File: config.mk
export PLATFORM = sky130hd
export DESIGN_NAME = i2s_mic_tx
export DESIGN_NICKNAME = d
export VERILOG_FILES = /design/src/rtl/i2s_tx_pkg.sv /design/src/rtl/i2s_edge_sync.sv /design/src/rtl/i2s_slot_tracker.sv /design/src/rtl/i2s_word_shifter.sv /design/src/rtl/i2s_mic_tx.sv
export SDC_FILE = /design/constraint.sdc
export NUM_CORES = 1
export LEC_CHECK = 0
export BUFFER_PORTS_ARGS = -buffer_cell sky130_fd_sc_hd__buf_2
export CAP_MARGIN = 20
export CORE_MARGIN = 2
export CORE_UTILIZATION = 35
export DETAILED_ROUTE_END_ITERATION = 16
export PLACE_DENSITY = 0.51
export SYNTH_ARGS = -nofsm -noshare
export SYNTH_HDL_FRONTEND = slang
export SYNTH_SLANG_ARGS = --single-unit
export TNS_END_PERCENT = 30
File: constraint.sdc
create_clock -name clk -period 2.1 [get_ports clk]
set_input_delay 0.42 -clock clk [delete_from_list [all_inputs] [get_ports clk]]
set_output_delay 0.42 -clock clk [all_outputs]
set_load 0.01 [all_outputs]
File: src/rtl/i2s_tx_pkg.sv
package i2s_tx_pkg;

    // Which half of the stereo frame a word select level denotes.
    typedef enum logic {
        SIDE_LEFT  = 1'b0,
        SIDE_RIGHT = 1'b1
    } slot_side_e;

    // One system-clock view of the serial clock and word select.
    typedef struct packed {
        logic rise;
        logic fall;
        logic ws;
    } bclk_evt_t;

endpackage

File: src/rtl/i2s_edge_sync.sv
module i2s_edge_sync
    import i2s_tx_pkg::*;
#(
    parameter int STAGES = 2
) (
    input  logic      clk,
    input  logic      rst,
    input  logic      bclk_in,
    input  logic      ws_in,
    output bclk_evt_t evt
);

    localparam int TOP = STAGES - 1;

    logic [STAGES-1:0] bclk_sr;
    logic [STAGES-1:0] ws_sr;
    logic              bclk_last;

    // The chain runs freely, so it already follows the pins when reset ends.
    always_ff @(posedge clk) begin
        bclk_sr[0] <= bclk_in;
        ws_sr[0]   <= ws_in;
        for (int i = 1; i < STAGES; i++) begin
            bclk_sr[i] <= bclk_sr[i-1];
            ws_sr[i]   <= ws_sr[i-1];
        end
        bclk_last <= bclk_sr[TOP];
    end

    always_comb begin
        evt.rise = !rst && bclk_sr[TOP] && !bclk_last;
        evt.fall = !rst && !bclk_sr[TOP] && bclk_last;
        evt.ws   = ws_sr[TOP];
    end

endmodule

File: src/rtl/i2s_slot_tracker.sv
module i2s_slot_tracker
    import i2s_tx_pkg::*;
#(
    parameter int CNT_W = 6
) (
    input  logic             clk,
    input  logic             rst,
    input  bclk_evt_t        evt,
    output logic [CNT_W-1:0] slot,
    output slot_side_e       half_side,
    output logic             started,
    output logic             half_start
);

    localparam logic [CNT_W-1:0] SLOT_MAX = '1;
    localparam logic [CNT_W-1:0] SLOT_ONE = CNT_W'(1);

    logic prev_ok;

    // A half-frame opens when word select differs from the previous sample.
    assign half_start = evt.rise && prev_ok && (evt.ws != logic'(half_side));

    always_ff @(posedge clk) begin
        if (rst) begin
            prev_ok   <= 1'b0;
            slot      <= '0;
            half_side <= SIDE_LEFT;
            started   <= 1'b0;
        end else if (evt.rise) begin
            prev_ok   <= 1'b1;
            half_side <= slot_side_e'(evt.ws);
            if (half_start) begin
                slot    <= SLOT_ONE;
                started <= 1'b1;
            end else if (slot != SLOT_MAX) begin
                slot <= slot + SLOT_ONE;
            end
        end
    end

endmodule

File: src/rtl/i2s_word_shifter.sv
module i2s_word_shifter #(
    parameter int WORD_W = 24
) (
    input  logic              clk,
    input  logic              rst,
    input  logic              capture,
    input  logic [WORD_W-1:0] word_in,
    input  logic              shift_tick,
    input  logic              in_window,
    output logic              sd,
    output logic              oe
);

    logic [WORD_W-1:0] shreg;

    always_ff @(posedge clk) begin
        if (rst) begin
            shreg <= '0;
            sd    <= 1'b0;
            oe    <= 1'b0;
        end else if (capture) begin
            shreg <= word_in;
        end else if (shift_tick) begin
            if (in_window) begin
                sd    <= shreg[WORD_W-1];
                shreg <= {shreg[WORD_W-2:0], 1'b0};
                oe    <= 1'b1;
            end else begin
                sd <= 1'b0;
                oe <= 1'b0;
            end
        end
    end

endmodule

File: src/rtl/i2s_mic_tx.sv
module i2s_mic_tx
    import i2s_tx_pkg::*;
#(
    parameter int WORD_W      = 24,
    parameter int HALF_SLOTS  = 32,
    parameter int SYNC_STAGES = 2
) (
    input  logic              clk,
    input  logic              rst,
    input  logic              bclk,
    input  logic              wsel,
    input  logic              right_slot,
    input  logic [WORD_W-1:0] sample_in,
    output logic              sd_out,
    output logic              sd_oe
);

    localparam int               CNT_W     = $clog2(2 * HALF_SLOTS);
    localparam logic [CNT_W-1:0] LAST_SLOT = CNT_W'(WORD_W);

    bclk_evt_t        evt;
    logic [CNT_W-1:0] slot;
    slot_side_e       half_side;
    logic             started;
    logic             half_start;
    logic             own_half;
    logic             in_window;
    logic             capture;

    i2s_edge_sync #(.STAGES(SYNC_STAGES)) u_sync (
        .clk     (clk),
        .rst     (rst),
        .bclk_in (bclk),
        .ws_in   (wsel),
        .evt     (evt)
    );

    i2s_slot_tracker #(.CNT_W(CNT_W)) u_track (
        .clk        (clk),
        .rst        (rst),
        .evt        (evt),
        .slot       (slot),
        .half_side  (half_side),
        .started    (started),
        .half_start (half_start)
    );

    // Slots 1..WORD_W of the own half precede the falls that put bits on the line.
    assign own_half  = started && (half_side == slot_side_e'(right_slot));
    assign in_window = own_half && (slot != '0) && (slot <= LAST_SLOT);
    assign capture   = half_start && (evt.ws == right_slot);

    i2s_word_shifter #(.WORD_W(WORD_W)) u_shift (
        .clk        (clk),
        .rst        (rst),
        .capture    (capture),
        .word_in    (sample_in),
        .shift_tick (evt.fall),
        .in_window  (in_window),
        .sd         (sd_out),
        .oe         (sd_oe)
    );

endmodule

==> flow_results.xml, run 1 <==
<?xml version="1.0" encoding="UTF-8"?>
<metrics>
  <group name="sta">
    <metric name="hold_ws" unit="ps">233</metric>
    <metric name="relSlewSlack" unit="%">71.2</metric>
    <metric name="clock.fmax" unit="MHz">532</metric>
    <metric name="finalWorstPathRequiredPeriod" unit="ps">1880</metric>
    <metric name="setup-tns-final" unit="ps">0</metric>
    <metric name="setup_viol" unit="">0</metric>
    <metric name="timing_worst_slew_pin_value" unit="ps">433</metric>
    <metric name="finalMaxSlewViolations" unit="">0</metric>
    <metric name="period_utilization" unit="%">89.4</metric>
    <metric name="rsz0062_at_grt" unit="">no</metric>
    <metric name="timing.clock.skew" unit="ps">5.98</metric>
    <metric name="final_hold_viol_count" unit="">0</metric>
  </group>
  <group name="cts">
    <metric name="tritoncts" unit="">done</metric>
    <metric name="h-tree-depth" unit="">2</metric>
    <metric name="cts_buffers" unit="">5</metric>
    <metric name="clock_latency" unit="ps">290</metric>
    <metric name="worst_setup_hold_path_clk_slew" unit="ps">70</metric>
    <metric name="clock_path_buffers" unit="">2</metric>
    <metric name="ctsRootBufferMaster" unit="">sky130_fd_sc_hd__clkbuf_8</metric>
    <metric name="numClockSinks" unit="">40</metric>
  </group>
  <group name="route">
    <metric name="drt.antenna.violating_nets" unit="">0</metric>
    <metric name="route.final.wire_length" unit="mm">3.78</metric>
    <metric name="drt_pre_antenna_iters" unit="">4</metric>
    <metric name="routed-via-count" unit="">1396</metric>
    <metric name="routed_vias_inst" unit="">4.72</metric>
    <metric name="drt_iter0_markers" unit="">44</metric>
    <metric name="routed_wire_length_per_instance" unit="um">12.8</metric>
    <metric name="detail_route.drc_violations" unit="">0</metric>
  </group>
  <group name="critical_path">
    <metric name="start_kind" unit="">flip-flop</metric>
    <metric name="cell_with_the_biggest_individual_delay_on_the_critical_path" unit="">sky130_fd_sc_hd__or4b_1</metric>
    <metric name="worst-path-buf-inv" unit="">2</metric>
    <metric name="worstPathMaxFanout" unit="">14</metric>
    <metric name="critical_path_end_type" unit="">flip-flop</metric>
    <metric name="max_stage_delay" unit="ps">470</metric>
    <metric name="cp_top_family" unit="">compound AO/OA/AOI/OAI gates</metric>
    <metric name="worstPathCellList" unit="">inv_1 -&gt; ha_1 -&gt; or4b_1 -&gt; o2111ai_2 -&gt; buf_4 -&gt; o32ai_1 -&gt; a311oi_1</metric>
    <metric name="required_arrival_time_at_the_worst_endpoint" unit="ps">2300</metric>
    <metric name="crit_type" unit="">flip-flop to flip-flop</metric>
    <metric name="critical_path_arrival" unit="ps">2080</metric>
  </group>
  <group name="layout">
    <metric name="seqCellArea" unit="um^2">801</metric>
    <metric name="fillers" unit="">526</metric>
    <metric name="syn_to_final_growth" unit="%">17.8</metric>
    <metric name="multi_input_gate_area" unit="um^2">945</metric>
    <metric name="design.final.nets" unit="">256</metric>
    <metric name="final_layout_size_suffix_gt1_share" unit="%">31.0</metric>
    <metric name="mostFrequentLayoutCell" unit="">sky130_fd_sc_hd__dfxtp_1</metric>
    <metric name="postLayoutCoreUtil" unit="%">43.2</metric>
    <metric name="most_used_cells_in_the_layout_excluding_fill_and_tap_cells" unit="">sky130_fd_sc_hd__dfxtp_1, sky130_fd_sc_hd__buf_2, sky130_fd_sc_hd__nand2_1</metric>
    <metric name="n_antenna_cell" unit="">0</metric>
    <metric name="postLayoutCellArea" unit="um^2">2230</metric>
  </group>
  <group name="hold_path">
    <metric name="holdCritPathClass" unit="">primary input to flip-flop</metric>
  </group>
  <group name="power">
    <metric name="total_power" unit="W">0.00138</metric>
    <metric name="netsw" unit="W">0.000298</metric>
    <metric name="internal_power" unit="W">0.00108</metric>
    <metric name="p_sw_share" unit="%">21.6</metric>
    <metric name="total_power_per_unit_cell_area" unit="nW/um^2">619</metric>
    <metric name="total_leakage_power" unit="nW">0.857</metric>
    <metric name="pwr-share-seq" unit="%">56.3</metric>
    <metric name="vdd_ir_drop_max" unit="mV">0.313</metric>
    <metric name="power_frac_comb" unit="%">6.1</metric>
    <metric name="clock_power_share" unit="%">37.6</metric>
  </group>
  <group name="synthesis">
    <metric name="synth.ff_latch_count" unit="">40</metric>
    <metric name="syn-mean-instance-area" unit="um^2">9.98</metric>
    <metric name="synth_simple_gate_area_share" unit="%">22.4</metric>
    <metric name="synth.mux.area_fraction" unit="%">1.06</metric>
    <metric name="post_synth_fa_ha_maj_area_fraction" unit="%">1.32</metric>
    <metric name="synthDominantAreaCellType" unit="">sky130_fd_sc_hd__dfxtp_1</metric>
    <metric name="synthArstFlopShare" unit="%">0</metric>
    <metric name="post_synth_num_cell_types" unit="">39</metric>
    <metric name="proportion_of_netlist_area_held_by_the_largest_area_contributor" unit="%">42.2</metric>
    <metric name="syn_inst" unit="">190</metric>
    <metric name="synth.cell_area" unit="um^2">1900</metric>
    <metric name="synth_xor_area_share" unit="%">2.77</metric>
    <metric name="dominant_combinational_cell_family_by_area_after_synthesis" unit="">simple AND/OR/NAND/NOR gates</metric>
    <metric name="netlist_top_cells_area" unit="">sky130_fd_sc_hd__dfxtp_1, sky130_fd_sc_hd__o221ai_2, sky130_fd_sc_hd__o211ai_2, sky130_fd_sc_hd__nand2_1, sky130_fd_sc_hd__nand4b_1</metric>
    <metric name="synth_sequential_area_ratio" unit="%">42.2</metric>
    <metric name="yosys_most_used_dff" unit="">sky130_fd_sc_hd__dfxtp_1</metric>
    <metric name="synth_compound_area_share" unit="%">22.1</metric>
    <metric name="synth_edf_count" unit="">0</metric>
    <metric name="synthesis.nets" unit="">221</metric>
    <metric name="synth.yosys.warnings" unit="">0</metric>
  </group>
  <group name="floorplan">
    <metric name="die_w" unit="um">77.6</metric>
    <metric name="die_area" unit="um^2">6020</metric>
    <metric name="initial_utilization" unit="%">36.6</metric>
    <metric name="top_level_ports" unit="">31</metric>
    <metric name="die_y" unit="um">77.6</metric>
    <metric name="floorplan.rows" unit="">26</metric>
    <metric name="core_area" unit="um^2">5170</metric>
  </group>
  <group name="grt">
    <metric name="grt_antenna_before_repair" unit="">0</metric>
    <metric name="first_global_vias" unit="">1369</metric>
    <metric name="grt_use_total" unit="%">13.5</metric>
    <metric name="wire_length_of_the_first_global_routing_pass" unit="mm">6.44</metric>
    <metric name="grt_overflow" unit="">0</metric>
    <metric name="grt_start_max_net_pins" unit="">34</metric>
  </group>
  <group name="flow_run">
    <metric name="maxCapViolations" unit="">0</metric>
  </group>
  <group name="placed_design">
    <metric name="place.detailed.hpwl" unit="mm">2.64</metric>
    <metric name="placement.io_buffers" unit="">30</metric>
    <metric name="routabilityCongestion" unit="">0.734</metric>
    <metric name="detailed_place.area" unit="um^2">2140</metric>
  </group>
  <group name="status">
    <metric name="run_status" unit="">completed</metric>
  </group>
</metrics>
==> final timing paths <==
kind	slack (ps)	cells past startpoint	to	startpoint
setup / recovery	220	7	u_shift.shreg[3]	u_track.slot[0]
hold / removal	230	1	u_sync.ws_sr[0]	wsel
setup reg to reg	220	7	u_shift.shreg[3]	u_track.slot[0]
hold reg to reg	330	0	u_sync.ws_sr[1]	u_sync.ws_sr[0]
==> flip-flops by register name, summed over array words and instances, names as in the netlist, 2 cells and up <==
register        cells
u_shift.shreg      24
u_sync.bclk_sr      2
u_sync.ws_sr        2
u_track.slot        6
==> cell usage after synthesis (2+ instances only) <==
cell	instances
sky130_fd_sc_hd__buf_6	2
sky130_fd_sc_hd__xor2_1	3
sky130_fd_sc_hd__mux2i_1	2
sky130_fd_sc_hd__o21ai_1	2
sky130_fd_sc_hd__clkbuf_1	7
sky130_fd_sc_hd__nand2_1	24
sky130_fd_sc_hd__and3_1	2
sky130_fd_sc_hd__dfxtp_1	40
sky130_fd_sc_hd__ha_1	2
sky130_fd_sc_hd__nand3_1	3
sky130_fd_sc_hd__nand4b_1	10
sky130_fd_sc_hd__nand2b_1	12
sky130_fd_sc_hd__nor2_1	10
sky130_fd_sc_hd__a21oi_1	6
sky130_fd_sc_hd__o221ai_2	10
sky130_fd_sc_hd__o211ai_1	4
sky130_fd_sc_hd__o211ai_2	10
sky130_fd_sc_hd__o221a_1	2
sky130_fd_sc_hd__xnor2_1	3
sky130_fd_sc_hd__inv_1	16
sky130_fd_sc_hd__buf_12	2
==> area by class of cell <==
type,instances,share of cell area (%)
Multi-Input combinational cell,122,42.3
Sequential cell,40,35.9
Timing Repair Buffer,40,11.2
Clock buffer,8,4.03
Tap cell,70,3.92
Inverter,16,2.69
==> timing repair <==
item | in CTS | in global routing
gates resized for setup | 0 | 1
buffers inserted | 0 | 0
endpoints found under the setup margin | 0 | 7
hold buffers | 0 | 0
==> worst reg2reg max path: cells and delay by family, from the launching register on <==
family / cells / cell delay, ps
AOI/OAI and AO/OA: 3 / 480
adders and majority gates: 1 / 160
buffers and inverters: 2 / 350
DFF: 1 / 330
and+or+nand+nor: 1 / 470
==> logic make-up (layout without fill, tap and decap cells) <==
logic type      Yosys count  in the layout
compound gates           39             39
flops                    40             40
simple gates             73             73
mux                       2              2
buf+inv                  28             64
fa+ha+maj                 2              2
xor+xnor                  6              6
==> power by group through the flow <==
stage          clock network, W  logic (W)  registers (W)
5_1_grt                0.000568  0.0000954       0.000780
4_1_cts                0.000545  0.0000856       0.000778
2_1_floorplan                 0  0.0000456       0.000795
6_report               0.000520  0.0000845       0.000779
3_3_place_gp                  0  0.0000841       0.000796
3_5_place_dp                  0  0.0000851       0.000796
==> routing by layer <==
| metal | vias to the layer above | GRT usage (%) | share of wire [%] |
|---|---|---|---|
| li1 | 744 | - | - |
| met1 | 618 | 18.5 | 52 |
| met2 | 28 | 20.3 | 43 |
| met3 | 6 | 3.72 | 3.9 |
| met4 | 0 | 4.82 | 1.6 |
| met5 | - | 0 | 0 |
==> per-stage QoR <==
stage / std cells / setup WS [ps]
6_report: 296 / 222
4_1_cts: 296 / 52.6
2_1_floorplan: 190 / 377
5_1_grt: 296 / 82.6
3_3_place_gp: 288 / 98.3
3_5_place_dp: 288 / 66.9
(Power assumes the default switching activity.)
==> inputs of run 2 (changes only) <==
Clock period 2.1 ns to 2 ns, I/O delays scaled along.
==> run 2 against run 1 <==
- fmax up 0.20%
- largest cell class unchanged
- clock power rose by 11%
- register-to-register slack got worse by 96 ps
- critical path depth stayed put
- sequential share of layout area down 0.10 points
- global-route usage grew 0.20 points
- cell count decreased by 0.68%
- non-clock buffer count is 1 lower
- worst hold slack worse by 22 ps
==> flow_results.xml, run 2 (synthesis gave the netlist of run 1 again) <==
<?xml version="1.0" encoding="UTF-8"?>
<metrics>
  <group name="floorplan">
    <metric name="die_area" unit="um^2">6020</metric>
    <metric name="die_y" unit="um">77.6</metric>
    <metric name="die_w" unit="um">77.6</metric>
    <metric name="core_area" unit="um^2">5170</metric>
    <metric name="top_level_ports" unit="">31</metric>
    <metric name="initial_utilization" unit="%">36.6</metric>
    <metric name="floorplan.rows" unit="">26</metric>
  </group>
  <group name="sta">
    <metric name="setup-tns-final" unit="ps">0</metric>
    <metric name="clock.fmax" unit="MHz">533</metric>
    <metric name="timing_worst_slew_pin_value" unit="ps">369</metric>
    <metric name="period_utilization" unit="%">93.7</metric>
    <metric name="finalMaxSlewViolations" unit="">0</metric>
    <metric name="setup_viol" unit="">0</metric>
    <metric name="final_hold_viol_count" unit="">0</metric>
    <metric name="timing.clock.skew" unit="ps">10.3</metric>
    <metric name="rsz0062_at_grt" unit="">no</metric>
    <metric name="timing.final.ws_setup" unit="ps">125</metric>
    <metric name="finalWorstPathRequiredPeriod" unit="ps">1870</metric>
    <metric name="relSlewSlack" unit="%">75.4</metric>
  </group>
  <group name="placed_design">
    <metric name="place.detailed.instances" unit="">287</metric>
    <metric name="placement.io_buffers" unit="">30</metric>
    <metric name="routabilityCongestion" unit="">0.692</metric>
    <metric name="place.detailed.hpwl" unit="mm">2.63</metric>
    <metric name="placement_setup_slack" unit="ps">124</metric>
  </group>
  <group name="grt">
    <metric name="grt_antenna_before_repair" unit="">0</metric>
    <metric name="first_global_vias" unit="">1410</metric>
    <metric name="grt_start_max_net_pins" unit="">37</metric>
    <metric name="grt_overflow" unit="">0</metric>
    <metric name="grt_use_total" unit="%">13.7</metric>
    <metric name="wire_length_of_the_first_global_routing_pass" unit="mm">6.53</metric>
  </group>
  <group name="cts">
    <metric name="clock_path_buffers" unit="">2</metric>
    <metric name="clock_latency" unit="ps">290</metric>
    <metric name="holdBufCountCts" unit="">0</metric>
    <metric name="tritoncts" unit="">done</metric>
    <metric name="ctsRootBufferMaster" unit="">sky130_fd_sc_hd__clkbuf_8</metric>
    <metric name="cts.repair.resized" unit="">0</metric>
    <metric name="cts_buffers" unit="">5</metric>
    <metric name="h-tree-depth" unit="">2</metric>
    <metric name="numClockSinks" unit="">40</metric>
    <metric name="worst_setup_hold_path_clk_slew" unit="ps">80</metric>
    <metric name="cts_setup_buffers" unit="">0</metric>
  </group>
  <group name="power">
    <metric name="power_frac_comb" unit="%">5.9</metric>
    <metric name="total_leakage_power" unit="nW">0.854</metric>
    <metric name="internal_power" unit="W">0.00116</metric>
    <metric name="p_sw_share" unit="%">21.5</metric>
    <metric name="netsw" unit="W">0.000318</metric>
    <metric name="vdd_ir_drop_max" unit="mV">0.244</metric>
    <metric name="pwr-share-seq" unit="%">55.3</metric>
    <metric name="total_power_per_unit_cell_area" unit="nW/um^2">662</metric>
    <metric name="clock_power_share" unit="%">38.8</metric>
  </group>
  <group name="route">
    <metric name="drt_iter0_markers" unit="">73</metric>
    <metric name="routed_wire_length_per_instance" unit="um">12.8</metric>
    <metric name="drt.antenna.violating_nets" unit="">0</metric>
    <metric name="drt_pre_antenna_iters" unit="">4</metric>
    <metric name="routed-via-count" unit="">1438</metric>
    <metric name="route.final.wire_length" unit="mm">3.78</metric>
    <metric name="routed_vias_inst" unit="">4.89</metric>
    <metric name="detail_route.drc_violations" unit="">0</metric>
  </group>
  <group name="layout">
    <metric name="largest_register_ffs" unit="">24</metric>
    <metric name="most_used_cells_in_the_layout_excluding_fill_and_tap_cells" unit="">sky130_fd_sc_hd__dfxtp_1, sky130_fd_sc_hd__buf_2, sky130_fd_sc_hd__nand2_1</metric>
    <metric name="fin_cells" unit="">294</metric>
    <metric name="final_layout_size_suffix_gt1_share" unit="%">30.8</metric>
    <metric name="syn_to_final_growth" unit="%">18.2</metric>
    <metric name="design.final.nets" unit="">255</metric>
    <metric name="reg_top3" unit="">u_shift.shreg x24, u_track.slot x6</metric>
    <metric name="mostFrequentLayoutCell" unit="">sky130_fd_sc_hd__dfxtp_1</metric>
    <metric name="regMostFlops" unit="">u_shift.shreg</metric>
    <metric name="n_antenna_cell" unit="">0</metric>
  </group>
  <group name="status">
    <metric name="run_status" unit="">completed</metric>
  </group>
  <group name="flow_run">
    <metric name="maxCapViolations" unit="">0</metric>
  </group>
  <group name="critical_path">
    <metric name="max_stage_delay" unit="ps">490</metric>
    <metric name="worstRegToRegCells" unit="">7</metric>
    <metric name="required_arrival_time_at_the_worst_endpoint" unit="ps">2240</metric>
    <metric name="cell_with_the_biggest_individual_delay_on_the_critical_path" unit="">sky130_fd_sc_hd__or4b_1</metric>
    <metric name="r2r_start" unit="">u_track.slot[0]</metric>
    <metric name="critical_path_end_type" unit="">flip-flop</metric>
    <metric name="crit_type" unit="">flip-flop to flip-flop</metric>
    <metric name="worstPathMaxFanout" unit="">23</metric>
    <metric name="start_kind" unit="">flip-flop</metric>
    <metric name="worst-path-buf-inv" unit="">2</metric>
    <metric name="worstPathCellList" unit="">inv_1 -&gt; ha_1 -&gt; or4b_1 -&gt; o2111ai_4 -&gt; or2_1 -&gt; buf_12 -&gt; o221a_1</metric>
    <metric name="r2r-end" unit="">u_shift.shreg[2]</metric>
    <metric name="worst-r2r-setup-slack" unit="ps">130</metric>
    <metric name="critical_path_arrival" unit="ps">2120</metric>
    <metric name="cp_top_family" unit="">simple AND/OR/NAND/NOR gates</metric>
  </group>
  <group name="hold_path">
    <metric name="holdCritPathClass" unit="">primary input to flip-flop</metric>
    <metric name="hold_path_startpoint" unit="">bclk</metric>
    <metric name="endpoint_of_the_worst_hold_timing_path" unit="">u_sync.bclk_sr[0]</metric>
    <metric name="hold_path_depth" unit="">1</metric>
  </group>
</metrics>
-- run 2: cell count changes in the layout (fill, tap and decap cells not counted), sizes merged --
cell / previous run / this run
clkbuf: 8 / 7
buf: 40 / 39
-- run 2: metrics by stage --
stage / hold WS (ps) / utilization, % / cell area [um^2] / total power, W
floorplan: 310 / - / 1900 / 0.000883
global placement: 311 / 41.2 / 2130 / 0.000924
detailed placement: 312 / 41.2 / 2130 / 0.000925
CTS: 198 / 43.1 / 2230 / 0.00151
global route: 194 / 43.3 / 2240 / 0.00156
finish: 212 / 43.3 / 2240 / 0.00148
-- run 2: cell type report --
cell class                 count  area [um^2]
clock buffer                   7         96.3
fill                         519         2930
inverter                      16         60.1
multi-input combinational    122          952
sequential                    40          801
tap                           70         87.6
timing repair buffer          39          243
-- run 2: power groups by stage --
stage	clock network, W	registers (W)	logic, W
6_report	0.000575	0.000819	0.0000880
5_1_grt	0.000637	0.000821	0.0000980
4_1_cts	0.000601	0.000819	0.0000875
3_5_place_dp	0	0.000838	0.0000870
3_3_place_gp	0	0.000837	0.0000862
2_1_floorplan	0	0.000835	0.0000479
-- run 2: worst max-delay path by stage --
stage,startpoint,end,slack [ps],depth (start not counted)
after floorplan,u_track.slot[0],u_shift.shreg[10],280,8
after global placement,u_track.slot[0],u_shift.shreg[2],160,7
after detailed placement,u_track.slot[0],u_shift.shreg[1],120,7
after CTS,u_track.slot[0],u_shift.shreg[1],120,7
after global routing,u_track.slot[0],u_shift.shreg[10],30,7
final,u_track.slot[0],u_shift.shreg[2],130,7
-- run 2: routing by layer --
metal | wire (um) | global-route usage, % | vias up | share of wire [%]
met5 | 0 | 0 | - | 0
met4 | 69 | 5.36 | 0 | 1.8
met3 | 177 | 3.84 | 7 | 4.7
met2 | 1690 | 21.7 | 27 | 45
met1 | 1840 | 17.5 | 659 | 49
li1 | - | - | 745 | -
==> inputs of run 3 (changes only) <==
Settings changed: CELL_PAD_IN_SITES_DETAIL_PLACEMENT from default to 1, CELL_PAD_IN_SITES_GLOBAL_PLACEMENT from default to 2, CORE_UTILIZATION 35 to 36, CTS_BUF_LIST from default to sky130_fd_sc_hd__clkbuf_4, PLACE_DENSITY 0.51 to 0.77.
==> run 3 against run 2 <==
- clock skew is 4.1 ps higher
- clock power is 30% lower
- cell area fell by 0.11%
- sequential share of layout area is 0.15 points higher
- worst setup slack worse by 31 ps
- largest cell class unchanged
- largest power group unchanged
- highest routed layer unchanged
==> flow_results.xml, run 3 (synthesis gave the netlist of run 1 again) <==
<?xml version="1.0" encoding="UTF-8"?>
<metrics>
  <group name="status">
    <metric name="run_status" unit="">completed</metric>
  </group>
  <group name="sta">
    <metric name="timing_worst_slew_pin_value" unit="ps">393</metric>
    <metric name="timing.clock.skew" unit="ps">14.4</metric>
    <metric name="finalMaxSlewViolations" unit="">0</metric>
    <metric name="relSlewSlack" unit="%">73.8</metric>
    <metric name="final_hold_viol_count" unit="">0</metric>
    <metric name="period_utilization" unit="%">95.3</metric>
    <metric name="timing.final.ws_setup" unit="ps">94.9</metric>
    <metric name="clock.fmax" unit="MHz">525</metric>
    <metric name="setup_viol" unit="">0</metric>
    <metric name="finalWorstPathRequiredPeriod" unit="ps">1910</metric>
  </group>
  <group name="critical_path">
    <metric name="start_kind" unit="">flip-flop</metric>
    <metric name="worstPathMaxFanout" unit="">12</metric>
    <metric name="r2r_start" unit="">u_track.slot[0]</metric>
    <metric name="critical_path_end_type" unit="">flip-flop</metric>
    <metric name="critical_path_arrival" unit="ps">2200</metric>
    <metric name="crit_path_start" unit="">u_track.slot[0]</metric>
    <metric name="crit_type" unit="">flip-flop to flip-flop</metric>
    <metric name="required_arrival_time_at_the_worst_endpoint" unit="ps">2290</metric>
  </group>
  <group name="route">
    <metric name="route.final.wire_length" unit="mm">4.57</metric>
    <metric name="drt_iter0_markers" unit="">35</metric>
    <metric name="drt.antenna.violating_nets" unit="">0</metric>
    <metric name="routed-via-count" unit="">1516</metric>
    <metric name="detail_route.drc_violations" unit="">0</metric>
    <metric name="routed_wire_length_per_instance" unit="um">15.3</metric>
    <metric name="drt_pre_antenna_iters" unit="">4</metric>
    <metric name="routed_vias_inst" unit="">5.07</metric>
  </group>
  <group name="power">
    <metric name="total_power_per_unit_cell_area" unit="nW/um^2">586</metric>
    <metric name="total_leakage_power" unit="nW">0.869</metric>
    <metric name="vdd_ir_drop_max" unit="mV">0.321</metric>
    <metric name="total_power" unit="W">0.00131</metric>
  </group>
  <group name="placed_design">
    <metric name="placement.io_buffers" unit="">30</metric>
    <metric name="routabilityCongestion" unit="">0.838</metric>
    <metric name="place.detailed.hpwl" unit="mm">3.33</metric>
    <metric name="detailed_place.area" unit="um^2">2130</metric>
    <metric name="placement_setup_slack" unit="ps">-10.3</metric>
    <metric name="place.detailed.instances" unit="">289</metric>
  </group>
  <group name="layout">
    <metric name="reg_top3" unit="">u_shift.shreg x24, u_track.slot x6</metric>
    <metric name="most_used_cells_in_the_layout_excluding_fill_and_tap_cells" unit="">sky130_fd_sc_hd__dfxtp_1, sky130_fd_sc_hd__buf_2, sky130_fd_sc_hd__nand2_1</metric>
    <metric name="syn_to_final_growth" unit="%">18.0</metric>
    <metric name="fin_cells" unit="">299</metric>
    <metric name="postLayoutCellArea" unit="um^2">2240</metric>
    <metric name="postLayoutCoreUtil" unit="%">43.8</metric>
    <metric name="regMostFlops" unit="">u_shift.shreg</metric>
    <metric name="final_layout_size_suffix_gt1_share" unit="%">34.1</metric>
    <metric name="mostFrequentLayoutCell" unit="">sky130_fd_sc_hd__dfxtp_1</metric>
    <metric name="largest_register_ffs" unit="">24</metric>
    <metric name="n_antenna_cell" unit="">0</metric>
    <metric name="design.final.nets" unit="">259</metric>
  </group>
  <group name="floorplan">
    <metric name="top_level_ports" unit="">31</metric>
    <metric name="core_area" unit="um^2">5110</metric>
    <metric name="die_area" unit="um^2">5860</metric>
    <metric name="initial_utilization" unit="%">37.1</metric>
    <metric name="die_w" unit="um">76.6</metric>
    <metric name="die_y" unit="um">76.6</metric>
    <metric name="floorplan.rows" unit="">26</metric>
  </group>
  <group name="cts">
    <metric name="ctsRootBufferMaster" unit="">sky130_fd_sc_hd__clkbuf_4</metric>
    <metric name="numClockSinks" unit="">40</metric>
    <metric name="tritoncts" unit="">done</metric>
    <metric name="clock_path_buffers" unit="">2</metric>
    <metric name="clock_latency" unit="ps">350</metric>
    <metric name="h-tree-depth" unit="">2</metric>
    <metric name="worst_setup_hold_path_clk_slew" unit="ps">130</metric>
    <metric name="cts_buffers" unit="">5</metric>
  </group>
  <group name="grt">
    <metric name="grt_overflow" unit="">0</metric>
    <metric name="grt_start_max_net_pins" unit="">24</metric>
    <metric name="wire_length_of_the_first_global_routing_pass" unit="mm">7.66</metric>
    <metric name="grt_antenna_before_repair" unit="">0</metric>
    <metric name="grt_use_total" unit="%">16.0</metric>
    <metric name="first_global_vias" unit="">1634</metric>
  </group>
  <group name="hold_path">
    <metric name="holdCritPathClass" unit="">primary input to flip-flop</metric>
    <metric name="hold_path_startpoint" unit="">wsel</metric>
  </group>
  <group name="flow_run">
    <metric name="maxCapViolations" unit="">0</metric>
  </group>
</metrics>
-- run 3: cell count changes in the layout (fill, tap and decap cells not counted), moves of 2 or more --
cell	delta
sky130_fd_sc_hd__dfxtp_1	-2
sky130_fd_sc_hd__buf_4	+3
sky130_fd_sc_hd__clkinv_2	+2
sky130_fd_sc_hd__clkbuf_4	+5
sky130_fd_sc_hd__clkbuf_8	-7
sky130_fd_sc_hd__dfxtp_2	+2
-- run 3: metrics by stage --
step / setup TNS, ps / hold slack [ps]
2_1_floorplan: 0 / 310
3_3_place_gp: 0 / 310
3_5_place_dp: -13.1 / 317
4_1_cts: 0 / 128
5_1_grt: -7.00 / 107
6_report: 0 / 145
-- run 3: path summary, 6_finish.rpt --
| check | end | slack, ps | cells after the start |
|---|---|---|---|
| worst max-delay path | u_shift.shreg[1] | 90 | 8 |
| worst min-delay path | u_sync.ws_sr[0] | 150 | 1 |
| worst max register to register | u_shift.shreg[1] | 90 | 8 |
| worst min register to register | u_sync.ws_sr[1] | 340 | 0 |
-- run 3: metal layers --
layer / vias to the layer above / routed length [um] / global-route usage, %
met5: - / 0 / 0
met4: 0 / 72 / 6.73
met3: 7 / 159 / 3.44
met2: 22 / 2200 / 25.9
met1: 738 / 2140 / 20.7
li1: 749 / - / -
-- run 3: power breakdown --
part / leakage [nW] / switching, W / internal [W]
logic: 0.511 / 0.0000418 / 0.0000480
registers: 0.326 / 0.00000996 / 0.000810
clock network: 0.0324 / 0.000273 / 0.000129
total: 0.869 / 0.000325 / 0.000988
-- run 3: final cells by class --
type                       count  area, um^2
fill                         622        2870
clock buffer                   5        37.5
tap                           70        87.6
timing repair buffer          43         282
inverter                      16        60.1
clock inverter                 3        13.8
multi-input combinational    122         953
sequential                    40         803
-- run 3: timing repair --
| action | in CTS | in global routing |
|---|---|---|
| endpoints found under the hold margin | 0 | 0 |
| setup endpoints to repair | 6 | 23 |
| cloned | 0 | 1 |
| gates resized for setup | 1 | 5 |
| hold buffers | 0 | 0 |
| setup buffers | 0 | 1 |
-- run 3: critical path: stages, from the launching register on --
cell and delay (ps):
sky130_fd_sc_hd__dfxtp_2 350, sky130_fd_sc_hd__inv_1 90, sky130_fd_sc_hd__ha_1 160, sky130_fd_sc_hd__or4b_1 460
sky130_fd_sc_hd__o2111ai_2 140, sky130_fd_sc_hd__buf_6 160, sky130_fd_sc_hd__or2_4 140, sky130_fd_sc_hd__buf_12 150
sky130_fd_sc_hd__o221a_1 190
